==> src/rtl/addr_gen.sv <==
module addr_gen #(
  parameter int AW = 10
) (
  input  logic          clk,
  input  logic          rst_n,
  input  logic          ld_base,
  input  logic          ld_ofs,
  input  logic          ld_len,
  input  logic [AW-1:0] ld_data,
  input  logic          step,
  input  logic          wrap_en,
  output logic [AW-1:0] addr
);

  localparam logic [AW-1:0] ONE = AW'(1);

  logic [AW-1:0] cur_q, ofs_q, len_q;

  wire            ld_any = ld_base | ld_ofs | ld_len;
  wire [AW-1:0]   last   = ofs_q + len_q - ONE;
  wire            at_end = wrap_en && (len_q != '0) && (cur_q == last);
  wire [AW-1:0]   nxt    = at_end ? ofs_q : cur_q + ONE;

  always_ff @(posedge clk or negedge rst_n) begin
    if (!rst_n) begin
      cur_q <= '0;
      ofs_q <= '0;
      len_q <= '0;
    end else begin
      if (ld_ofs) ofs_q <= ld_data;
      if (ld_len) len_q <= ld_data;
      if (ld_base) cur_q <= ld_data;
      else if (step && !ld_any) cur_q <= nxt;
    end
  end

  assign addr = cur_q;

endmodule

==> config.mk <==
export PLATFORM = sky130hd
export DESIGN_NAME = addr_gen
export DESIGN_NICKNAME = d
export VERILOG_FILES = /design/src/rtl/addr_gen.sv
export SDC_FILE = /design/constraint.sdc
export NUM_CORES = 1
export LEC_CHECK = 0
export BUFFER_PORTS_ARGS = -buffer_cell sky130_fd_sc_hd__buf_4
export CORE_MARGIN = 5
export CORE_UTILIZATION = 59
export DETAILED_ROUTE_END_ITERATION = 6
export PLACE_DENSITY = 0.8
export SYNTH_ARGS = -nofsm -noshare
export SYNTH_HDL_FRONTEND = slang
export SYNTH_SLANG_ARGS = --single-unit
==> constraint.sdc <==
create_clock -name clk -period 3.72 [get_ports clk]
set_input_delay 0.744 -clock clk [delete_from_list [all_inputs] [get_ports clk]]
set_output_delay 0.744 -clock clk [all_outputs]
set_load 0.02 [all_outputs]
**Word-level counts from Yosys, hierarchy flattened**

Cells that the tools add are included.

- Bits in registers: 30
- Output and inout bits: 10
- Word-level logic and storage cells: 18

- $add $sub $neg: 3
- Equal/unequal tests: 1
- Multiplexer cells: 3
- Bitwise gates (word level): 2
- Reduce and logical (&&, ||, !) cells: 6

Operator list:

| operator | number |
|---|---|
| 10-bit two-way mux | 3 |
| 10-bit by 1-bit adder with 10-bit output (second input constant) | 1 |
| 10-bit adder | 1 |
| 10-bit equality test | 1 |
| 10-bit nonzero test | 1 |
| 10-bit by 1-bit subtractor with 10-bit output (second input constant) | 1 |
| 1-bit logical AND | 3 |
| 1-bit OR | 2 |
| 2-bit nonzero test | 1 |
| 1-bit zero test | 1 |

**Depth between registers and ports, before layout**

- Depth after elaboration: 7
- Gate-level depth with buffers: 12

**Worst setup path after synthesis**

OpenSTA, ideal clock, no wires.

- Kind: register -> register
- Start: register ofs_q[1]
- End: register cur_q[1], in the netlist addr[1]
- Library setup time: 131 ps
- Data arrival time: 2947 ps
- Required time: 3589 ps
- Path slack: 641 ps
- Stages on the path, launching flop included: 12
- Path buffers: 0
- Period minus slack after synthesis: 3079 ps
- Cell sequence: dfrtp_1 > inv_1 > ha_1 > inv_1 > ha_1 > fa_1 > a211o_1 > a21o_1 > a211oi_2 > a2bb2o_4 > o311a_1 > or3_1

- Word-level cells in the longest chain between the ends: 7

RTL lines:

| what | RTL line | text |
|---|---|---|
| start, declared | 17 | `logic [AW-1:0] cur_q, ofs_q, len_q;` |
| start signal, assigned | 30 | `if (ld_ofs) ofs_q <= ld_data;` |
| 10-bit adder | 20 | `wire [AW-1:0] last = ofs_q + len_q - ONE;` |
| 10-bit by 1-bit subtractor with 10-bit output | 20 |  |
| 10-bit equality test | 21 | `wire at_end = wrap_en && (len_q != '0) && (cur_q == last);` |
| 1-bit logical AND | 21 |  |
| 10-bit two-way mux (*) | 22 | `wire [AW-1:0] nxt = at_end ? ofs_q : cur_q + ONE;` |
| 10-bit two-way mux (*) | 33 | `else if (step && !ld_any) cur_q <= nxt;` |
| 10-bit two-way mux (*) | 32 | `if (ld_base) cur_q <= ld_data;` |
| end signal, assigned | 32 |  |
| end signal, assigned | 33 |  |
| end, declared | 17 |  |

Every way passes the cells marked *; elsewhere a longest branch is shown, timed or not. The select of a mux whose other input is x is not followed.
A chain may end at the register's enable or synchronous reset.

**Final worst setup path**

- Start: register len_q[1]
- End: register cur_q[1], in the netlist addr[1]

- Word-level cells in the longest chain between the ends: 7
- Elaborated cells between the ends (all ways): 9

RTL lines:

| what | RTL line | text |
|---|---|---|
| start, declared | 17 |  |
| start signal, assigned | 31 | `if (ld_len) len_q <= ld_data;` |
| 10-bit adder | 20 |  |
| 10-bit by 1-bit subtractor with 10-bit output | 20 |  |
| 10-bit equality test | 21 |  |
| 1-bit logical AND (*) | 21 |  |
| 10-bit two-way mux (*) | 22 |  |
| 10-bit two-way mux (*) | 33 |  |
| 10-bit two-way mux (*) | 32 |  |

Marked as above.

==> flow_metrics.py <==
metrics = {
    "yosys": {
        "synth-edff-count": 0,
        "synthArstFlopShare": 1.00,
        "syn-num-nets": 315,
        "ys_ff_latch": 30,
        "synth_cells": 279,
        "yosysTopAreaCell": "dfrtp_1",
        "yosys_warnings": 0,
        "syn_avg_cell_area_um2": 8.39,
        "synth.most_common_cell": "inv_1",
        "synth_top_area_frac": 0.321,
        "ys.flop_type": "dfrtp_1",
        "synthTopCellsByCount": "34 x inv_1, 33 x nand2_1, 30 x dfrtp_1, 22 x o21ai_0, 18 x ha_1",
        "ys_seq_area_frac": 0.321,
        "synthesis.area_mm2": 0.00234,
        "ys_types": 46,
        "synthTopCellsByArea": "dfrtp_1 32%, ha_1 9.6%, inv_1 5.5%, nand2_1 5.3%, xnor2_1 5.2%",
    },
    "outcome": {
        "status": "finished, final reports clean",
    },
    "finish": {
        "final_area_mm2": 0.00263,
        "diodes": 0,
        "synthToLayoutAreaGrowth_pct": 12.2,
        "fin_cells": 348,
        "multi_input_area_mm2": 0.00141,
        "fillers": 323,
        "drive_above_1_share": 0.147,
        "ff_latch_area_um2": 751,
        "finalNetCount": 336,
    },
    "sta": {
        "post-route-period-util": 0.885,
        "slew-limit-headroom": 0.582,
        "finalSetupViolations": 0,
        "rsz0062_at_grt": "false",
        "clock_skew_ns": 0.00593,
        "fmax_ghz": 0.304,
        "finalHoldViolCount": 0,
        "finalCriticalPeriod_ns": 3.29,
        "slew_viol_final": 0,
        "finalSetupTns_ns": 0,
        "worst_pin_slew_ns": 0.625,
    },
    "floorplan": {
        "die-area_mm2": 0.00533,
        "core.rowCount": 22,
        "die_h_um": 73.0,
        "initial_core_util": 0.625,
        "dieWidth_um": 73.0,
        "core_area_mm2": 0.00374,
        "pin_count": 27,
    },
    "grt": {
        "grt_max_degree": 31,
        "antenna_found_initial": 0,
        "gr-total-overflow": 0,
        "grt_first_pass_wirelength_um": 9350,
        "grt_pass1_vias": 1912,
        "grt_usage": 0.234,
    },
    "cts": {
        "clkTransAtPathRegs_ns": 0.07,
        "cts_resized": 0,
        "clk_latency_ns": 0.28,
        "h-tree-depth": 2,
        "cts_sinks": 30,
        "clockBufferDepth": 2,
        "ctsRootBufferMaster": "clkbuf_8",
        "cts_setup_buffers": 0,
        "cts.hold.buffers_added": 0,
        "cts_tree": "done",
        "cts_buffers": 5,
    },
    "place": {
        "placed_cells_incl_taps": 341,
        "dpl_cell_area_mm2": 0.00255,
        "io_buffers": 26,
        "hpwl_um": 4350,
        "routabilityCongestion": 0.945,
    },
    "detailed_routing": {
        "routed_wl_um": 5860,
        "via_per_inst": 6.07,
        "remaining_drc_errors": 0,
        "drt_iter0_drc": 190,
        "ant_nets": 0,
        "vias": 2114,
        "avgRoutedWirePerCell_um": 16.8,
        "dr.pass1.iters": 4,
    },
    "setup_path": {
        "cp.required_ns": 3.88,
        "crit_path_max_fanout": 5,
        "crit_type": "register to register",
        "setup.worst_path.start": "len_q[1]",
        "worstReg2RegStart": "len_q[1]",
        "cp-start-kind": "register",
        "worst_ep_arrival_time_ns": 3.45,
        "cp-end-kind": "register",
    },
    "job": {
        "cap_violations": 0,
    },
    "power": {
        "p_per_area_mw_per_mm2": 472,
        "p_leak_uw": 0.00121,
        "ir_drop_v": 0.000271,
        "p_total_uw": 1240,
    },
    "hold_path": {
        "hp-class": "input pin to asynchronous set/reset pin",
    },
}
==> flip-flops by register name, summed over array words and instances, names as in the netlist <==
| name | cells |
|---|---|
| ofs_q | 10 |
| addr | 10 |
| len_q | 10 |
==> cells by family (layout without fill, tap and decap cells) <==
| kind of cell | after synthesis | after routing | share of synthesized area |
|---|---|---|---|
| buffers and inverters | 46 | 67 | 0.0749 |
| multiplexers | 2 | 2 | 0.00962 |
| AO/OA/AOI/OAI | 67 | 67 | 0.195 |
| adder cells (fa/ha/maj) | 19 | 19 | 0.105 |
| flip-flops | 30 | 30 | 0.321 |
| XOR/XNOR | 21 | 21 | 0.0850 |
| AND/OR/NAND/NOR | 94 | 94 | 0.210 |
==> final timing paths <==
path / cells after the start / endpoint / slack (ns)
setup / recovery: 11 / addr[1] / 0.43
hold / removal: 1 / len_q[3] / 0.38
setup reg to reg: 11 / addr[1] / 0.43
hold reg to reg: 1 / ofs_q[9] / 0.56
max in group asynchronous: 1 / len_q[7] / 3.04
min in group clk: 1 / ofs_q[9] / 0.56
==> where the power goes <==
group | switching (uW) | internal [uW] | leakage (uW)
Clock | 126 | 125 | 0.0000438
Combinational | 348 | 245 | 0.000802
Sequential | 38.4 | 357 | 0.000364
Total | 513 | 728 | 0.00121
==> critical path, stage by stage, from the launching register on <==
cell and delay [ns]:
dfrtp_1 0.35, inv_1 0.06, ha_1 0.27, inv_1 0.04
ha_1 0.22, fa_1 0.41, a211o_1 0.37, a21o_1 0.19
a211oi_2 0.32, a2bb2o_4 0.25, o311a_1 0.32, or3_1 0.38
==> layout by cell type (no fill, tap or decap), types with 9 or more instances in the layout <==
| cell | n |
|---|---|
| xnor2_1 | 14 |
| buf_4 | 26 |
| nor2_1 | 16 |
| a21oi_1 | 10 |
| o31ai_1 | 9 |
| nand2_1 | 33 |
| dfrtp_1 | 30 |
| nor4_1 | 13 |
| a31oi_1 | 9 |
| ha_1 | 18 |
| o21ai_0 | 22 |
| inv_1 | 34 |
==> per-stage QoR <==
stage	hold slack [ns]	util	setup slack, ns
after detailed placement	0.547	0.680	0.448
after global routing	0.408	0.702	0.330
final	0.383	0.702	0.429
after floorplan	0.448	-	0.641
after global placement	0.542	0.680	0.564
after CTS	0.393	0.702	0.444
==> layer usage <==
metal | share of wire | track usage | up-vias
li1 | - | - | 1031
met1 | 0.45 | 0.334 | 1004
met2 | 0.46 | 0.362 | 69
met3 | 0.077 | 0.0482 | 10
met4 | 0.016 | 0.0635 | 0
met5 | 0 | 0 | -
==> layout make-up <==
type	count	share of cell area
Multi-Input combinational cell	203	0.538
Sequential cell	30	0.286
Timing Repair Buffer	26	0.0743
Inverter	34	0.0486
Clock buffer	5	0.0262
Tap cell	48	0.0229
Clock inverter	2	0.00381
Power figures use the tool's default switching activity.
